<file path="config.mk">
export PLATFORM = sky130hd
export DESIGN_NAME = quad_phase_pwm
export DESIGN_NICKNAME = d
export VERILOG_FILES = /design/src/rtl/qpp_pkg.sv /design/src/rtl/qpp_shadow.sv /design/src/rtl/qpp_counter.sv /design/src/rtl/qpp_channel.sv /design/src/rtl/quad_phase_pwm.sv
export SDC_FILE = /design/constraint.sdc
export NUM_CORES = 1
export LEC_CHECK = 0
export BUFFER_PORTS_ARGS = -buffer_cell sky130_fd_sc_hd__buf_2
export CAP_MARGIN = 10
export CORE_MARGIN = 2
export CORE_UTILIZATION = 40
export DETAILED_ROUTE_END_ITERATION = 12
export HOLD_SLACK_MARGIN = 0.12
export PLACE_DENSITY = 0.57
export RECOVER_POWER = 25
export SLEW_MARGIN = 20
export SYNTH_ARGS = -nofsm -noshare
export SYNTH_HDL_FRONTEND = slang
export SYNTH_SLANG_ARGS = --single-unit
</file>
<file path="constraint.sdc">
create_clock -name clk -period 9.7 [get_ports clk]
set_input_delay 2.425 -clock clk [delete_from_list [all_inputs] [get_ports clk]]
set_output_delay 2.425 -clock clk [all_outputs]
set_load 0.02 [all_outputs]
</file>
<file path="src/rtl/qpp_pkg.sv">
package qpp_pkg;
  // Limit the requested width to the period.
  function automatic logic [15:0] clamp_width(input logic [15:0] w, input logic [15:0] p);
    return (w > p) ? p : w;
  endfunction

  // Start count of a window of length len centred in a period p.
  function automatic logic [15:0] centre_start(input logic [15:0] p, input logic [15:0] len);
    return (p - len) >> 1;
  endfunction

  // True when c lies in [s, s+len).
  function automatic logic in_window(input logic [15:0] c, input logic [15:0] s,
                                     input logic [15:0] len);
    logic [16:0] stop;
    stop = {1'b0, s} + {1'b0, len};
    return ({1'b0, c} >= {1'b0, s}) && ({1'b0, c} < stop);
  endfunction
endpackage

</file>
<file path="src/rtl/qpp_shadow.sv">
module qpp_shadow #(
  parameter int CNT_W      = 16,
  parameter int DEF_PERIOD = 600
) (
  input  logic             clk,
  input  logic             rst_n,
  input  logic             take,
  input  logic [CNT_W-1:0] period_in,
  input  logic [CNT_W-1:0] pulse_in,
  output logic [CNT_W-1:0] per_q,
  output logic [CNT_W-1:0] pw_q
);
  import qpp_pkg::*;

  always_ff @(posedge clk or negedge rst_n) begin
    if (!rst_n) begin
      per_q <= CNT_W'(DEF_PERIOD);
      pw_q  <= '0;
    end else if (take) begin
      per_q <= period_in;
      pw_q  <= clamp_width(pulse_in, period_in);
    end
  end
endmodule

</file>
<file path="src/rtl/qpp_counter.sv">
module qpp_counter #(
  parameter int CNT_W      = 16,
  parameter int DEF_PERIOD = 600,
  parameter bit LEADER     = 1'b0
) (
  input  logic             clk,
  input  logic             rst_n,
  input  logic             run,
  input  logic             load,
  input  logic [CNT_W-1:0] per,
  input  logic [CNT_W-1:0] next_per,
  output logic [CNT_W-1:0] cnt
);
  localparam logic [CNT_W-1:0] RST_VAL = LEADER ? CNT_W'(DEF_PERIOD / 4) : '0;

  logic [CNT_W-1:0] start_val;
  logic             at_top;

  generate
    if (LEADER) begin : g_lead
      assign start_val = next_per >> 2;
    end else begin : g_follow
      assign start_val = '0;
    end
  endgenerate

  assign at_top = (cnt == per - 1'b1);

  always_ff @(posedge clk or negedge rst_n) begin
    if (!rst_n)       cnt <= RST_VAL;
    else if (!run)    cnt <= start_val;
    else if (load)    cnt <= start_val;
    else if (at_top)  cnt <= '0;
    else              cnt <= cnt + 1'b1;
  end
endmodule

</file>
<file path="src/rtl/qpp_channel.sv">
module qpp_channel #(
  parameter int CNT_W  = 16,
  parameter bit INVERT = 1'b0
) (
  input  logic             clk,
  input  logic             rst_n,
  input  logic             run,
  input  logic [CNT_W-1:0] cnt,
  input  logic [CNT_W-1:0] per,
  input  logic [CNT_W-1:0] pw,
  output logic             pwm
);
  import qpp_pkg::*;

  logic [CNT_W-1:0] win_len;
  logic [CNT_W-1:0] win_start;
  logic             level;

  generate
    if (INVERT) begin : g_gap
      assign win_len   = per - pw;
      assign win_start = pw >> 1;
      assign level     = ~in_window(cnt, win_start, win_len);
    end else begin : g_pulse
      assign win_len   = pw;
      assign win_start = centre_start(per, pw);
      assign level     = in_window(cnt, win_start, win_len);
    end
  endgenerate

  always_ff @(posedge clk or negedge rst_n) begin
    if (!rst_n) pwm <= 1'b0;
    else        pwm <= run & level;
  end
endmodule

</file>
<file path="src/rtl/quad_phase_pwm.sv">
module quad_phase_pwm #(
  parameter int CNT_W      = 16,
  parameter int DEF_PERIOD = 600
) (
  input  logic             clk,
  input  logic             rst_n,
  input  logic             enable,
  input  logic [CNT_W-1:0] period_in,
  input  logic [CNT_W-1:0] pulse_in,
  output logic [3:0]       pwm_o
);
  localparam int N_CNT = 2;

  logic [CNT_W-1:0] per_q;
  logic [CNT_W-1:0] pw_q;
  logic [CNT_W-1:0] cnt [N_CNT];
  logic [CNT_W-1:0] cnt_a;
  logic [CNT_W-1:0] cnt_b;
  logic             b_wrap;
  logic             take;

  assign cnt_a  = cnt[0];
  assign cnt_b  = cnt[1];
  assign b_wrap = enable && (cnt_b == per_q - 1'b1);
  assign take   = !enable || b_wrap;

  qpp_shadow #(.CNT_W(CNT_W), .DEF_PERIOD(DEF_PERIOD)) u_shadow (
    .clk(clk), .rst_n(rst_n), .take(take),
    .period_in(period_in), .pulse_in(pulse_in),
    .per_q(per_q), .pw_q(pw_q)
  );

  generate
    for (genvar k = 0; k < N_CNT; k++) begin : g_cnt
      qpp_counter #(.CNT_W(CNT_W), .DEF_PERIOD(DEF_PERIOD), .LEADER(k == 0)) u_cnt (
        .clk(clk), .rst_n(rst_n), .run(enable), .load(b_wrap),
        .per(per_q), .next_per(period_in), .cnt(cnt[k])
      );
    end
    for (genvar j = 0; j < 4; j++) begin : g_ch
      qpp_channel #(.CNT_W(CNT_W), .INVERT(j >= 2)) u_ch (
        .clk(clk), .rst_n(rst_n), .run(enable),
        .cnt(cnt[j % 2]), .per(per_q), .pw(pw_q), .pwm(pwm_o[j])
      );
    end
  endgenerate
endmodule

</file>
==> results of run 1 <==
cell type report:
| type | count | share of cell area [%] |
|---|---|---|
| Clock buffer | 11 | 2.62 |
| Clock inverter | 5 | 0.648 |
| Inverter | 73 | 2.95 |
| Multi-Input combinational cell | 843 | 69.4 |
| Sequential cell | 68 | 18.5 |
| Tap cell | 275 | 3.71 |
| Timing Repair Buffer | 41 | 2.25 |
power by group through the flow:
stage	logic [uW]	registers (uW)	clock network, uW
after floorplan	1030	345	0
after global placement	1290	368	0
after detailed placement	1300	370	0
after CTS	1310	365	358
after global routing	1500	371	372
final	1310	366	350
metal layers:
layer / share of wire [%] / wire length [um] / global-route usage [%] / vias up
met5: 0 / 0 / 0 / -
met4: 1.4 / 304 / 4.81 / 0
met3: 2.7 / 589 / 2.33 / 20
met2: 47 / 10400 / 35.0 / 101
met1: 49 / 10900 / 28.8 / 3372
li1: - / - / - / 3686
synthesized netlist by cell type (all sizes together) (10+ instances only):
| cell type | instances | area share, % |
|---|---|---|
| mux2i | 16 | 1.9 |
| nor3 | 21 | 1.3 |
| xor2 | 46 | 4.8 |
| nand4 | 10 | 0.73 |
| nand2 | 77 | 3.4 |
| nand2b | 18 | 1.3 |
| ha | 167 | 24 |
| nand3 | 27 | 1.6 |
| dfrtp | 60 | 18 |
| and3 | 11 | 0.81 |
| nor2b | 17 | 1.2 |
| o21ai | 79 | 4.6 |
| a21oi | 57 | 3.4 |
| nor2 | 57 | 2.5 |
| xnor2 | 65 | 6.8 |
| a21o | 38 | 3.3 |
| inv | 73 | 3.2 |
| maj3 | 10 | 1.2 |
| o21a | 11 | 0.97 |
| o22ai | 16 | 1.2 |
| clkbuf | 17 | 0.83 |
critical path, cell delays in order, from the launching register on:
cell and delay [ns]:
sky130_fd_sc_hd__dfrtp_1 0.45, sky130_fd_sc_hd__inv_1 0.15, sky130_fd_sc_hd__ha_1 0.30, sky130_fd_sc_hd__nor2b_1 0.12, sky130_fd_sc_hd__o21ai_0 0.23, sky130_fd_sc_hd__a21boi_1 0.12, sky130_fd_sc_hd__o21ai_0 0.24, sky130_fd_sc_hd__nand2b_1 0.10
sky130_fd_sc_hd__xor2_1 0.25, sky130_fd_sc_hd__ha_1 0.33, sky130_fd_sc_hd__and3_1 0.21, sky130_fd_sc_hd__a2111oi_0 0.73, sky130_fd_sc_hd__nor2_1 0.08, sky130_fd_sc_hd__nor2_1 0.16, sky130_fd_sc_hd__xor2_1 0.22, sky130_fd_sc_hd__ha_1 0.27
sky130_fd_sc_hd__nor2b_1 0.13, sky130_fd_sc_hd__o21ai_0 0.16, sky130_fd_sc_hd__nand2b_1 0.09, sky130_fd_sc_hd__a221o_1 0.32, sky130_fd_sc_hd__maj3_2 0.32, sky130_fd_sc_hd__maj3_2 0.31, sky130_fd_sc_hd__maj3_2 0.32, sky130_fd_sc_hd__maj3_2 0.31
sky130_fd_sc_hd__maj3_2 0.31, sky130_fd_sc_hd__a2111oi_2 0.28
per-stage QoR:
step | cells | total power [uW] | area [um^2]
detailed placement | 1300 | 1670 | 8970
CTS | 1316 | 2030 | 9280
global placement | 1300 | 1660 | 8970
global route | 1316 | 2240 | 9270
finish | 1316 | 2020 | 9270
floorplan | 1010 | 1380 | 8540
worst paths after layout:
kind,to,slack (ns),cells after the start
max,g_ch[1].u_ch.pwm,3.07,25
min,u_shadow.per_q[9],0.51,2
max reg2reg,g_ch[1].u_ch.pwm,3.07,25
min reg2reg,u_shadow.per_q[9],0.51,2
max in group asynchronous,u_shadow.pw_q[0],3.99,2
min in group asynchronous,g_cnt[1].u_cnt.cnt[12],3.50,2
cells by family after synthesis:
family	synth area share [%]
AND/OR/NAND/NOR	15.2
AO/OA/AOI/OAI	19.9
flip-flops	20.0
buffers and inverters	4.82
multiplexers	2.01
adder cells (fa/ha/maj)	26.4
XOR/XNOR	11.6
flip-flops by register name, summed over array words and instances (netlist names):
name / cells
u_shadow.per_q: 16
u_shadow.pw_q: 16
g_ch.u_ch.pwm: 4
g_cnt.u_cnt.cnt: 32
layout by cell type (no fill, tap or decap), types with 18 or more instances in the layout:
cell	instances
sky130_fd_sc_hd__nand2b_1	18
sky130_fd_sc_hd__nand2_1	77
sky130_fd_sc_hd__a21o_1	38
sky130_fd_sc_hd__nor2_1	57
sky130_fd_sc_hd__nand3_1	27
sky130_fd_sc_hd__xor2_1	45
sky130_fd_sc_hd__o21ai_0	72
sky130_fd_sc_hd__nor3_1	20
sky130_fd_sc_hd__buf_2	38
sky130_fd_sc_hd__ha_1	167
sky130_fd_sc_hd__a21oi_1	56
sky130_fd_sc_hd__inv_1	73
sky130_fd_sc_hd__dfrtp_1	60
sky130_fd_sc_hd__xnor2_1	64
==> impl_results.html, run 1 <==
<table>
<tr><th>Metric</th><th>Value</th></tr>
<tr><th colspan="2">CTS</th></tr>
<tr><td>Clock transition at path regs</td><td>0.06 ns</td></tr>
<tr><td>Number of buffers added by the clock tree synthesis step</td><td>9</td></tr>
<tr><td>Number of buffers on the longest clock path</td><td>2</td></tr>
<tr><td># hold bufs at CTS</td><td>0</td></tr>
<tr><td>Clock tree from TritonCTS</td><td>done</td></tr>
<tr><td>Clock Root Buffer</td><td>sky130_fd_sc_hd__clkbuf_16</td></tr>
<tr><td>Total setup buffers inserted after CTS</td><td>0</td></tr>
<tr><td>H-tree levels</td><td>3</td></tr>
<tr><td>Clock net sink count</td><td>68</td></tr>
<tr><td>Clk_lat worst skew</td><td>0.35 ns</td></tr>
<tr><td>CTS-repair resized insts</td><td>0</td></tr>
<tr><th colspan="2">Worst setup path</th></tr>
<tr><td>Critical Path Start Type</td><td>flop</td></tr>
<tr><td>Maximum fanout encountered on the critical timing path</td><td>6</td></tr>
<tr><td>Type of the worst setup path</td><td>flop to flop</td></tr>
<tr><td>Worst setup path start</td><td>u_shadow.pw_q[1]</td></tr>
<tr><td>Crit Reg-Reg Startpoint</td><td>u_shadow.pw_q[1]</td></tr>
<tr><td>Type of destination of the critical path</td><td>flop</td></tr>
<tr><td>Endpoint arrival time on the critical path</td><td>approximately 7 ns</td></tr>
<tr><td>Required @ worst endpoint</td><td>about 9.9 ns</td></tr>
<tr><th colspan="2">STA</th></tr>
<tr><td>Final hold viol count</td><td>0</td></tr>
<tr><td>Fmax</td><td>around 150 MHz</td></tr>
<tr><td>Worst Max-Slew Pin Slew</td><td>between 3 and 4 ns</td></tr>
<tr><td>Post-route clock period utilization</td><td>68.4%</td></tr>
<tr><td>Maximum clock skew at final layout</td><td>between 0.009 and 0.01 ns</td></tr>
<tr><td>Count of endpoints failing setup in the final report</td><td>0</td></tr>
<tr><td>Min setup slack post-route</td><td>around 3.1 ns</td></tr>
<tr><td>Slew margin rel.</td><td>-158%</td></tr>
<tr><td>Setup repair after global routing missed its margin</td><td>false</td></tr>
<tr><td>Fin Hold WS</td><td>slightly above 0.5 ns</td></tr>
<tr><td>Setup TNS after final layout</td><td>0 ns</td></tr>
<tr><td>Minimum period implied by the final worst setup slack</td><td>between 6 and 7 ns</td></tr>
<tr><td>Pins Over Slew Limit</td><td>69</td></tr>
<tr><th colspan="2">Detailed routing</th></tr>
<tr><td>Total via count in the routed design</td><td>around 7200</td></tr>
<tr><td>Wire length per cell after detailed routing</td><td>16.9 um</td></tr>
<tr><td>Final routed wirelength across all metal layers</td><td>approximately 22000 um</td></tr>
<tr><td>Detail Route Antenna Nets</td><td>0</td></tr>
<tr><td>Starting DRT DRC Count</td><td>about 240</td></tr>
<tr><td>Number of iterations in the first detailed-routing pass</td><td>5</td></tr>
<tr><td>Routed vias/inst</td><td>between 5 and 6</td></tr>
<tr><td>Remaining routing DRC violations</td><td>0</td></tr>
<tr><th colspan="2">Yosys</th></tr>
<tr><td>Cells after synthesis</td><td>a little over 1000</td></tr>
<tr><td>Post-synthesis sequential element count</td><td>a little under 70</td></tr>
<tr><td>Top_reg_cell synth</td><td>sky130_fd_sc_hd__dfrtp_1</td></tr>
<tr><td>Sequential-to-total area share from yosys stat</td><td>between 20% and 30%</td></tr>
<tr><td>Library cells used by synthesis</td><td>74</td></tr>
<tr><td>Post-synth EDFFs</td><td>0</td></tr>
<tr><td>Post-synthesis instance area</td><td>around 0.0085 mm^2</td></tr>
<tr><td>Syn nets</td><td>1215</td></tr>
<tr><td>Syn_area_per_cell</td><td>~8.5 um^2</td></tr>
<tr><td>Number of warnings printed during yosys synthesis</td><td>0</td></tr>
<tr><td>Synth async-reset ratio</td><td>between 90% and 100%</td></tr>
<tr><th colspan="2">Floorplanning</th></tr>
<tr><td>Number of placed I/O pins</td><td>39</td></tr>
<tr><td>Vert. Die Dim</td><td>roughly 150 um</td></tr>
<tr><td>Full die area</td><td>about 0.023 mm^2</td></tr>
<tr><td>Initial core utilization</td><td>roughly two fifths</td></tr>
<tr><td>Floorplan Core Area</td><td>between 0.02 and 0.025 mm^2</td></tr>
<tr><td>Row count</td><td>53</td></tr>
<tr><td>Die width</td><td>~150 um</td></tr>
<tr><th colspan="2">Finish</th></tr>
<tr><td>Core Util, Final</td><td>between 40 and 50%</td></tr>
<tr><td>Sequential cell area</td><td>approximately 0.0017 mm^2</td></tr>
<tr><td>Fraction of layout cells with a size suffix above 1</td><td>under 10%</td></tr>
<tr><td>Layout overhead on the synthesized area</td><td>8.58%</td></tr>
<tr><td>Filler Cells Inserted</td><td>between 2000 and 2500</td></tr>
<tr><td>Antenna diode count</td><td>0</td></tr>
<tr><td>Multi-input logic area</td><td>approximately 0.0064 mm^2</td></tr>
<tr><td>NumNets Final</td><td>between 1000 and 1500</td></tr>
<tr><th colspan="2">Run status</th></tr>
<tr><td>Outcome</td><td>complete, but fails checks</td></tr>
<tr><td>Failing checks</td><td>capacitance limit, slew limit</td></tr>
<tr><th colspan="2">Run</th></tr>
<tr><td>Number of max-cap violations</td><td>1</td></tr>
<tr><th colspan="2">GRT</th></tr>
<tr><td>Global-route usage over all layers</td><td>about a fifth</td></tr>
<tr><td>Wire length of the first global-routing pass</td><td>36600 um</td></tr>
<tr><td>Number of antenna violations at the first check in global routing</td><td>0</td></tr>
<tr><td>Maximum number of pins on one net before global-route repair</td><td>80</td></tr>
<tr><td>Overflow left after global routing</td><td>0</td></tr>
<tr><td>Via count of the first global-routing pass</td><td>roughly 7000</td></tr>
<tr><th colspan="2">Worst hold path</th></tr>
<tr><td>Hold path startpoint</td><td>u_shadow.per_q[9]</td></tr>
<tr><td>Min-delay worst type</td><td>flop to flop</td></tr>
<tr><th colspan="2">Power and ir drop</th></tr>
<tr><td>Switching fraction of total power</td><td>a little under half</td></tr>
<tr><td>Internal power</td><td>~1100 uW</td></tr>
<tr><td>Pwr per Cell Area</td><td>between 200 and 250 mW/mm^2</td></tr>
<tr><td>Reported leakage power</td><td>between 0.004 and 0.005 uW</td></tr>
<tr><td>Worst IR Drop VDD</td><td>slightly above 0.00009 V</td></tr>
<tr><td>Relative contribution of the clock network to total power</td><td>about 17%</td></tr>
<tr><td>Sequential cell fraction of total power</td><td>a little under a fifth</td></tr>
<tr><td>Total net switching power</td><td>934 uW</td></tr>
<tr><td>Power share of the combinational group</td><td>around 65%</td></tr>
<tr><th colspan="2">Place</th></tr>
<tr><td>Placer's final routability congestion estimate</td><td>0.821</td></tr>
<tr><td>Worst setup slack before clock tree synthesis</td><td>a little over 3 ns</td></tr>
<tr><td>Port Buf Inserts</td><td>38</td></tr>
<tr><td>Estimated wirelength of the detail-placed design</td><td>18300 um</td></tr>
</table>
Note: power is estimated with default switching activity, not from simulation.
==> run 2: changes to the inputs <==
--- a/config.mk
+++ b/config.mk
@@ -11,7 +11,7 @@
 export CORE_UTILIZATION = 40
 export DETAILED_ROUTE_END_ITERATION = 12
 export HOLD_SLACK_MARGIN = 0.12
-export PLACE_DENSITY = 0.57
+export PLACE_DENSITY = 0.59
 export RECOVER_POWER = 25
 export SLEW_MARGIN = 20
 export SYNTH_ARGS = -nofsm -noshare
==> constraint.sdc (replaced) <==
create_clock -name clk -period 5.7 [get_ports clk]
set_input_delay 1.425 -clock clk [delete_from_list [all_inputs] [get_ports clk]]
set_output_delay 1.425 -clock clk [all_outputs]
set_load 0.02 [all_outputs]
==> run 2 against run 1 <==
Effect of this change: die area unchanged; largest cell class unchanged; via count up 3.5%; the flow still finishes with violations (capacitance limit, slew limit); critical path depth up 2; largest power group unchanged.
==> impl_results.html, run 2 (synthesis gave the netlist of run 1 again) <==
<table>
<tr><th>Metric</th><th>Value</th></tr>
<tr><th colspan="2">Finish</th></tr>
<tr><td>Leading cell types in the layout, fill and taps excluded</td><td>166 x sky130_fd_sc_hd__ha_1, 77 x sky130_fd_sc_hd__nand2_1, 73 x sky130_fd_sc_hd__inv_1, 65 x sky130_fd_sc_hd__o21ai_0, 63 x sky130_fd_sc_hd__xnor2_1</td></tr>
<tr><td>Registers with the most flip-flops</td><td>g_cnt.u_cnt.cnt: 32 flops, u_shadow.per_q: 16 flops, u_shadow.pw_q: 16 flops</td></tr>
<tr><td>Most common library cell in the layout ignoring fill and taps</td><td>sky130_fd_sc_hd__ha_1</td></tr>
<tr><td>Layout overhead on the synthesized area</td><td>13.7%</td></tr>
<tr><td>Multi-input logic area</td><td>0.00649 mm^2 (+0.91%)</td></tr>
<tr><td>Filler Cells Inserted</td><td>2074 (-1.6%)</td></tr>
<tr><td>Register containing the most flip-flops in the final layout</td><td>g_cnt.u_cnt.cnt</td></tr>
<tr><td>Sequential cell area</td><td>0.00171 mm^2 (unchanged)</td></tr>
<tr><td>Antenna diode count</td><td>0 (unchanged)</td></tr>
<tr><td>NumNets Final</td><td>1293 (+4.2%)</td></tr>
<tr><td>Largest register FFs</td><td>32 (unchanged)</td></tr>
<tr><td>Core Util, Final</td><td>46.2% (+2.1 points)</td></tr>
<tr><td>Fraction of layout cells with a size suffix above 1</td><td>13.0% (+5.1 points)</td></tr>
<tr><td>Final Instance Count excl. Fillers</td><td>1368 (+4.0%)</td></tr>
<tr><th colspan="2">GRT</th></tr>
<tr><td>Wire length of the first global-routing pass</td><td>37400 um (+2.3%)</td></tr>
<tr><td>Overflow left after global routing</td><td>0 (unchanged)</td></tr>
<tr><td>Maximum number of pins on one net before global-route repair</td><td>80 (unchanged)</td></tr>
<tr><td>Global-route usage over all layers</td><td>21.3% (+0.48 points)</td></tr>
<tr><td>Via count of the first global-routing pass</td><td>7471 (+3.5%)</td></tr>
<tr><td>Number of antenna violations at the first check in global routing</td><td>0 (unchanged)</td></tr>
<tr><th colspan="2">CTS</th></tr>
<tr><td>Number of buffers on the longest clock path</td><td>2 (unchanged)</td></tr>
<tr><td>Clock Root Buffer</td><td>sky130_fd_sc_hd__clkbuf_16</td></tr>
<tr><td>Clock tree from TritonCTS</td><td>done</td></tr>
<tr><td>Clock net sink count</td><td>68 (unchanged)</td></tr>
<tr><td>Number of buffers added by the clock tree synthesis step</td><td>9 (unchanged)</td></tr>
<tr><td>H-tree levels</td><td>3 (unchanged)</td></tr>
<tr><td>Clock transition at path regs</td><td>0.07 ns (about the same)</td></tr>
<tr><td>Clk_lat worst skew</td><td>0.35 ns (about the same)</td></tr>
<tr><th colspan="2">Worst setup path</th></tr>
<tr><td>Maximum fanout encountered on the critical timing path</td><td>3 (-3)</td></tr>
<tr><td>Endpoint of the worst-slack reg-to-reg timing path</td><td>g_ch[1].u_ch.pwm</td></tr>
<tr><td>Critical Path Start Type</td><td>flop</td></tr>
<tr><td>Crit Reg-Reg Startpoint</td><td>u_shadow.per_q[0]</td></tr>
<tr><td>Type of destination of the critical path</td><td>flop</td></tr>
<tr><td>Worst setup path start</td><td>u_shadow.per_q[0]</td></tr>
<tr><td>Type of the worst setup path</td><td>flop to flop</td></tr>
<tr><td>Endpoint arrival time on the critical path</td><td>5.94 ns (-0.93 ns)</td></tr>
<tr><td>Required @ worst endpoint</td><td>5.95 ns (-3.99 ns)</td></tr>
<tr><td>Worst reg-to-reg setup slack</td><td>0.01 ns (-3.06 ns)</td></tr>
<tr><td>Number of cells on the worst reg-to-reg path</td><td>27 (+8.0%)</td></tr>
<tr><td>Worst Setup EP</td><td>g_ch[1].u_ch.pwm</td></tr>
<tr><th colspan="2">Floorplanning</th></tr>
<tr><td>Number of placed I/O pins</td><td>39 (unchanged)</td></tr>
<tr><td>Initial core utilization</td><td>40.6% (unchanged)</td></tr>
<tr><td>Row count</td><td>53 (unchanged)</td></tr>
<tr><td>Vert. Die Dim</td><td>150 um (unchanged)</td></tr>
<tr><td>Full die area</td><td>0.0225 mm^2 (unchanged)</td></tr>
<tr><td>Floorplan Core Area</td><td>0.0210 mm^2 (unchanged)</td></tr>
<tr><td>Die width</td><td>150 um (unchanged)</td></tr>
<tr><th colspan="2">STA</th></tr>
<tr><td>Worst Max-Slew Pin Slew</td><td>3.74 ns (-0.135 ns)</td></tr>
<tr><td>Pins Over Slew Limit</td><td>69 (unchanged)</td></tr>
<tr><td>Fmax</td><td>176 MHz (+17%)</td></tr>
<tr><td>Fin Hold WS</td><td>0.523 ns (+0.0106 ns)</td></tr>
<tr><td>Maximum clock skew at final layout</td><td>0.0116 ns (+0.00248 ns)</td></tr>
<tr><td>Slew margin rel.</td><td>-149% (+9.0 points)</td></tr>
<tr><td>Final hold viol count</td><td>0 (unchanged)</td></tr>
<tr><td>Setup repair after global routing missed its margin</td><td>true</td></tr>
<tr><td>Count of endpoints failing setup in the final report</td><td>0 (unchanged)</td></tr>
<tr><td>Minimum period implied by the final worst setup slack</td><td>5.69 ns (-0.944 ns)</td></tr>
<tr><td>Post-route clock period utilization</td><td>99.8% (+31 points)</td></tr>
<tr><th colspan="2">Detailed routing</th></tr>
<tr><td>Starting DRT DRC Count</td><td>396 (+67%)</td></tr>
<tr><td>Final routed wirelength across all metal layers</td><td>22800 um (+2.6%)</td></tr>
<tr><td>Detail Route Antenna Nets</td><td>0 (unchanged)</td></tr>
<tr><td>Routed vias/inst</td><td>5.43 (-0.45%)</td></tr>
<tr><td>Total via count in the routed design</td><td>7429 (+3.5%)</td></tr>
<tr><td>Number of iterations in the first detailed-routing pass</td><td>5 (unchanged)</td></tr>
<tr><td>Wire length per cell after detailed routing</td><td>16.7 um (-1.3%)</td></tr>
<tr><td>Remaining routing DRC violations</td><td>0 (unchanged)</td></tr>
<tr><th colspan="2">Place</th></tr>
<tr><td>Number of placed cells counting well taps</td><td>1349 (+3.8%)</td></tr>
<tr><td>Port Buf Inserts</td><td>38 (unchanged)</td></tr>
<tr><td>Estimated wirelength of the detail-placed design</td><td>18500 um (+0.67%)</td></tr>
<tr><td>Placer's final routability congestion estimate</td><td>0.835 (+1.7%)</td></tr>
<tr><th colspan="2">Worst hold path</th></tr>
<tr><td>Min-delay worst type</td><td>flop to flop</td></tr>
<tr><th colspan="2">Run</th></tr>
<tr><td>Number of max-cap violations</td><td>1 (unchanged)</td></tr>
<tr><th colspan="2">Power and ir drop</th></tr>
<tr><td>Pwr per Cell Area</td><td>381 mW/mm^2 (+75%)</td></tr>
<tr><td>Worst IR Drop VDD</td><td>0.000152 V (+66%)</td></tr>
<tr><td>Reported leakage power</td><td>0.00476 uW (+5.7%)</td></tr>
<tr><td>Post-layout power</td><td>3700 uW (+83%)</td></tr>
<tr><th colspan="2">Run status</th></tr>
<tr><td>Outcome</td><td>complete, but fails checks</td></tr>
<tr><td>Failing checks</td><td>capacitance limit, slew limit</td></tr>
</table>
==> run 2: cell types whose count changed in the layout (fill, tap and decap cells not counted), sizes merged <==
cell    previous run  this run
buf               40        92
clkbuf            12        11
clkinv             2         3
==> run 2: per-layer routing <==
layer,GRT usage (%),part of all wire [%]
met1,28.3,48
met2,36.9,48
met3,2.15,2.7
met4,5.94,1.7
met5,0,0
==> run 2: repair_timing <==
| action | in CTS | in global routing |
|---|---|---|
| setup buffers | 3 | 0 |
| setup endpoints to repair | 1 | 2 |
| gates cloned | 0 | 0 |
| hold buffers | 0 | 0 |
| hold endpoints to repair | 0 | 0 |
| pin swaps | 11 | 0 |
| resized for setup | 11 | 2 |
==> run 2: worst max-delay path, stage by stage (launching register included) <==
cell and delay (ns):
sky130_fd_sc_hd__dfrtp_1 0.37, sky130_fd_sc_hd__inv_1 0.07, sky130_fd_sc_hd__ha_2 0.17, sky130_fd_sc_hd__inv_1 0.05, sky130_fd_sc_hd__fa_2 0.33, sky130_fd_sc_hd__a21o_1 0.17
sky130_fd_sc_hd__a21oi_2 0.14, sky130_fd_sc_hd__buf_4 0.14, sky130_fd_sc_hd__xnor2_2 0.06, sky130_fd_sc_hd__ha_1 0.33, sky130_fd_sc_hd__buf_4 0.16, sky130_fd_sc_hd__o21a_1 0.18
sky130_fd_sc_hd__o31a_1 0.12, sky130_fd_sc_hd__o21ai_1 0.13, sky130_fd_sc_hd__nand2b_1 0.08, sky130_fd_sc_hd__xnor2_1 0.21, sky130_fd_sc_hd__ha_1 0.29, sky130_fd_sc_hd__a21oi_2 0.15
sky130_fd_sc_hd__nor2b_1 0.05, sky130_fd_sc_hd__o21ai_1 0.12, sky130_fd_sc_hd__nand2b_1 0.07, sky130_fd_sc_hd__a221o_1 0.34, sky130_fd_sc_hd__maj3_2 0.31, sky130_fd_sc_hd__maj3_2 0.31
sky130_fd_sc_hd__maj3_2 0.32, sky130_fd_sc_hd__maj3_2 0.31, sky130_fd_sc_hd__maj3_2 0.33, sky130_fd_sc_hd__a2111oi_4 0.29
==> run 2: power by group <==
group	leakage (uW)	switching [uW]	internal [uW]
clock	0.000143	253	340
combinational	0.00377	1320	1170
sequential	0.000847	84.4	530
==> run 2: cell type report <==
cell class                      count  area share [%]
Tap cell                          275            3.54
Clock inverter                      6           0.670
Sequential cell                    68            17.6
Timing Repair Buffer               93            6.17
Inverter                           73            2.82
Clock buffer                       10            2.36
Multi-Input combinational cell    843            66.8
==> run 2: worst min path at each step <==
| stage | startpoint | endpoint | slack, ns | cells past startpoint |
|---|---|---|---|---|
| global placement | u_shadow.per_q[9] | u_shadow.per_q[9] | 0.50 | 2 |
| detailed placement | u_shadow.per_q[9] | u_shadow.per_q[9] | 0.51 | 2 |
| floorplan | u_shadow.per_q[9] | u_shadow.per_q[9] | 0.48 | 2 |
| finish | u_shadow.per_q[9] | u_shadow.per_q[9] | 0.52 | 2 |
| global route | u_shadow.per_q[4] | u_shadow.per_q[4] | 0.57 | 2 |
| CTS | u_shadow.per_q[9] | u_shadow.per_q[9] | 0.52 | 2 |
==> run 2: metrics by stage <==
stage               worst slack [ns]  TNS, ns  instance area, um^2
detailed placement            -0.190   -0.190                 9370
floorplan                     0.0235        0                 8560
global placement              -0.121   -0.121                 9370
CTS                          0.00800        0                 9720
finish                        0.0119        0                 9710
global route                  -0.375   -0.375                 9710
==> run 3: changes to the inputs <==
--- a/config.mk
+++ b/config.mk
@@ -11,7 +11,7 @@
 export CORE_UTILIZATION = 40
 export DETAILED_ROUTE_END_ITERATION = 12
 export HOLD_SLACK_MARGIN = 0.12
-export PLACE_DENSITY = 0.59
+export PLACE_DENSITY_LB_ADDON = 0.25
 export RECOVER_POWER = 25
 export SLEW_MARGIN = 20
 export SYNTH_ARGS = -nofsm -noshare
==> run 3 against run 2 <==
Effect of this change: largest cell class unchanged; register-to-register slack got worse by 0.09 ns; highest routed layer unchanged; total power shrank 0.35%; largest power group unchanged; clock power fell by 8.4%; the flow finishes with violations (capacitance limit, slew limit, setup timing).
==> impl_results.html, run 3 (synthesis gave the netlist of run 1 again) <==
<table>
<tr><th>Metric</th><th>Value</th></tr>
<tr><th colspan="2">Run status</th></tr>
<tr><td>Outcome</td><td>complete, but fails checks</td></tr>
<tr><td>Failing checks</td><td>capacitance limit, slew limit, setup timing</td></tr>
<tr><th colspan="2">Finish</th></tr>
<tr><td>Final Instance Count excl. Fillers</td><td>1369 (+0.073%)</td></tr>
<tr><td>NumNets Final</td><td>1294 (+0.077%)</td></tr>
<tr><td>Most common library cell in the layout ignoring fill and taps</td><td>sky130_fd_sc_hd__ha_1</td></tr>
<tr><td>Antenna diode count</td><td>0 (unchanged)</td></tr>
<tr><td>Filler Cells Inserted</td><td>2085 (+0.53%)</td></tr>
<tr><td>Leading cell types in the layout, fill and taps excluded</td><td>166 x sky130_fd_sc_hd__ha_1, 77 x sky130_fd_sc_hd__nand2_1, 73 x sky130_fd_sc_hd__inv_1, 67 x sky130_fd_sc_hd__o21ai_0, 61 x sky130_fd_sc_hd__xnor2_1</td></tr>
<tr><td>Fraction of layout cells with a size suffix above 1</td><td>13.6% (+0.63 points)</td></tr>
<tr><td>Register containing the most flip-flops in the final layout</td><td>g_cnt.u_cnt.cnt</td></tr>
<tr><td>Layout overhead on the synthesized area</td><td>13.9%</td></tr>
<tr><td>Largest register FFs</td><td>32 (unchanged)</td></tr>
<tr><td>Registers with the most flip-flops</td><td>g_cnt.u_cnt.cnt: 32 flops, u_shadow.per_q: 16 flops, u_shadow.pw_q: 16 flops</td></tr>
<tr><td>Fin area</td><td>0.00973 mm^2 (+0.15%)</td></tr>
<tr><th colspan="2">GRT</th></tr>
<tr><td>Maximum number of pins on one net before global-route repair</td><td>80 (unchanged)</td></tr>
<tr><td>Number of antenna violations at the first check in global routing</td><td>0 (unchanged)</td></tr>
<tr><td>Wire length of the first global-routing pass</td><td>36800 um (-1.6%)</td></tr>
<tr><td>Global-route usage over all layers</td><td>20.9% (-0.41 points)</td></tr>
<tr><td>Overflow left after global routing</td><td>0 (unchanged)</td></tr>
<tr><td>Via count of the first global-routing pass</td><td>7543 (+0.96%)</td></tr>
<tr><th colspan="2">CTS</th></tr>
<tr><td># hold bufs at CTS</td><td>0 (unchanged)</td></tr>
<tr><td>Clock transition at path regs</td><td>0.06 ns (about the same)</td></tr>
<tr><td>Clock Root Buffer</td><td>sky130_fd_sc_hd__clkbuf_16</td></tr>
<tr><td>Number of buffers added by the clock tree synthesis step</td><td>9 (unchanged)</td></tr>
<tr><td>Clk_lat worst skew</td><td>0.35 ns (about the same)</td></tr>
<tr><td>Number of buffers on the longest clock path</td><td>2 (unchanged)</td></tr>
<tr><td>Clock net sink count</td><td>68 (unchanged)</td></tr>
<tr><td>Clock tree from TritonCTS</td><td>done</td></tr>
<tr><td>H-tree levels</td><td>3 (unchanged)</td></tr>
<tr><th colspan="2">STA</th></tr>
<tr><td>Minimum period implied by the final worst setup slack</td><td>5.77 ns (+0.0854 ns)</td></tr>
<tr><td>Setup repair after global routing missed its margin</td><td>true</td></tr>
<tr><td>Slew margin rel.</td><td>-143% (+5.9 points)</td></tr>
<tr><td>Worst Max-Slew Pin Slew</td><td>3.65 ns (-0.0889 ns)</td></tr>
<tr><td>Final hold viol count</td><td>0 (unchanged)</td></tr>
<tr><td>Pins Over Slew Limit</td><td>69 (unchanged)</td></tr>
<tr><td>Maximum clock skew at final layout</td><td>0.00646 ns (-0.00512 ns)</td></tr>
<tr><td>Fmax</td><td>173 MHz (-1.5%)</td></tr>
<tr><td>Min setup slack post-route</td><td>-0.0735 ns (-0.0854 ns)</td></tr>
<tr><td>Count of endpoints failing setup in the final report</td><td>1 (+1)</td></tr>
<tr><td>Post-route clock period utilization</td><td>101% (+1.5 points)</td></tr>
<tr><th colspan="2">Floorplanning</th></tr>
<tr><td>Die width</td><td>150 um (unchanged)</td></tr>
<tr><td>Full die area</td><td>0.0225 mm^2 (unchanged)</td></tr>
<tr><td>Row count</td><td>53 (unchanged)</td></tr>
<tr><td>Number of placed I/O pins</td><td>39 (unchanged)</td></tr>
<tr><td>Initial core utilization</td><td>40.6% (unchanged)</td></tr>
<tr><td>Floorplan Core Area</td><td>0.0210 mm^2 (unchanged)</td></tr>
<tr><td>Vert. Die Dim</td><td>150 um (unchanged)</td></tr>
<tr><th colspan="2">Detailed routing</th></tr>
<tr><td>Wire length per cell after detailed routing</td><td>16.4 um (-1.7%)</td></tr>
<tr><td>Final routed wirelength across all metal layers</td><td>22400 um (-1.7%)</td></tr>
<tr><td>Number of iterations in the first detailed-routing pass</td><td>4 (-1)</td></tr>
<tr><td>Routed vias/inst</td><td>5.43 (about the same)</td></tr>
<tr><td>Detail Route Antenna Nets</td><td>0 (unchanged)</td></tr>
<tr><td>Starting DRT DRC Count</td><td>426 (+7.6%)</td></tr>
<tr><td>Total via count in the routed design</td><td>7434 (+0.067%)</td></tr>
<tr><td>Remaining routing DRC violations</td><td>0 (unchanged)</td></tr>
<tr><th colspan="2">Worst setup path</th></tr>
<tr><td>Required @ worst endpoint</td><td>5.95 ns (about the same)</td></tr>
<tr><td>Maximum fanout encountered on the critical timing path</td><td>3 (unchanged)</td></tr>
<tr><td>Worst path max stage delay</td><td>0.38 ns (about the same)</td></tr>
<tr><td>Delay-heaviest family, CP</td><td>adder cells</td></tr>
<tr><td>Cell with the largest stage delay on the worst path</td><td>sky130_fd_sc_hd__dfrtp_1</td></tr>
<tr><td>Worst reg-to-reg setup slack</td><td>-0.07 ns (-0.09 ns)</td></tr>
<tr><td>Critical path buffer and inverter count</td><td>3 (-1)</td></tr>
<tr><td>Type of the worst setup path</td><td>flop to flop</td></tr>
<tr><td>Critical path's most frequent cell</td><td>sky130_fd_sc_hd__maj3_2</td></tr>
<tr><td>Critical Path Start Type</td><td>flop</td></tr>
<tr><td>Type of destination of the critical path</td><td>flop</td></tr>
<tr><td>Endpoint arrival time on the critical path</td><td>6.02 ns (+0.08 ns)</td></tr>
<tr><th colspan="2">Place</th></tr>
<tr><td>Placer's final routability congestion estimate</td><td>0.829 (-0.74%)</td></tr>
<tr><td>Port Buf Inserts</td><td>38 (unchanged)</td></tr>
<tr><td>Number of placed cells counting well taps</td><td>1347 (-0.15%)</td></tr>
<tr><td>Placement Cell Area</td><td>0.00935 mm^2 (-0.16%)</td></tr>
<tr><td>Estimated wirelength of the detail-placed design</td><td>18400 um (-0.40%)</td></tr>
<tr><th colspan="2">Worst hold path</th></tr>
<tr><td>Min-delay worst type</td><td>flop to flop</td></tr>
<tr><th colspan="2">Power and ir drop</th></tr>
<tr><td>Worst IR Drop VDD</td><td>0.000190 V (+25%)</td></tr>
<tr><td>Pwr per Cell Area</td><td>379 mW/mm^2 (-0.50%)</td></tr>
<tr><td>Reported leakage power</td><td>0.00476 uW (about the same)</td></tr>
<tr><th colspan="2">Run</th></tr>
<tr><td>Number of max-cap violations</td><td>1 (unchanged)</td></tr>
</table>
## run 3: power by group
part	switching, uW	total, uW	internal [uW]
logic	1330	2530	1200
registers	84.4	614	530
clock network	249	544	295
## run 3: per-stage QoR
stage	power [uW]	utilization, %	TNS [ns]	hold slack (ns)	setup slack [ns]
final	3690	46.3	-0.0735	0.516	-0.0735
after global routing	4070	46.3	-0.404	0.558	-0.404
after CTS	3680	46.3	-0.0653	0.518	-0.0653
after detailed placement	3040	44.5	-0.236	0.509	-0.236
after global placement	3000	44.5	-0.110	0.504	-0.110
after floorplan	2360	-	0	0.484	0.0235
## run 3: cell type report
| class | count | area (um^2) | area share [%] |
|---|---|---|---|
| sequential | 68 | 1710 | 17.6 |
| clock inverter | 6 | 42.5 | 0.437 |
| timing repair buffer | 94 | 607 | 6.24 |
| clock buffer | 10 | 229 | 2.35 |
| inverter | 73 | 274 | 2.82 |
| multi-input combinational | 843 | 6520 | 67.0 |
| tap | 275 | 344 | 3.54 |
## run 3: tightest hold or removal path: cells and delay by family (launching register included)
family             cells  cell delay (ns)
DFF                    1             0.39
AOI/OAI and AO/OA      1             0.07
and+or+nand+nor        1             0.05
## run 3: what timing repair did
item | 4_1_cts | 5_1_grt
resized for setup | 16 | 1
setup endpoints to repair | 1 | 2
setup buffers | 5 | 1
pin swaps | 19 | 1
## run 3: routing by layer
metal	part of all wire, %	vias up	track usage (%)
li1	-	3788	-
met1	48	3514	27.4
met2	48	111	36.2
met3	3.0	21	2.58
met4	1.9	0	6.08
met5	0	-	0
## run 3: path summary, 6_finish.rpt
path / end / cells past startpoint / startpoint
setup / recovery: g_ch[1].u_ch.pwm / 25 / u_shadow.per_q[0]
hold / removal: u_shadow.per_q[9] / 2 / u_shadow.per_q[9]
setup reg to reg: g_ch[1].u_ch.pwm / 25 / u_shadow.per_q[0]
hold reg to reg: u_shadow.per_q[9] / 2 / u_shadow.per_q[9]
max in group asynchronous: u_shadow.per_q[1] / 2 / rst_n
min in group asynchronous: g_ch[2].u_ch.pwm / 2 / rst_n
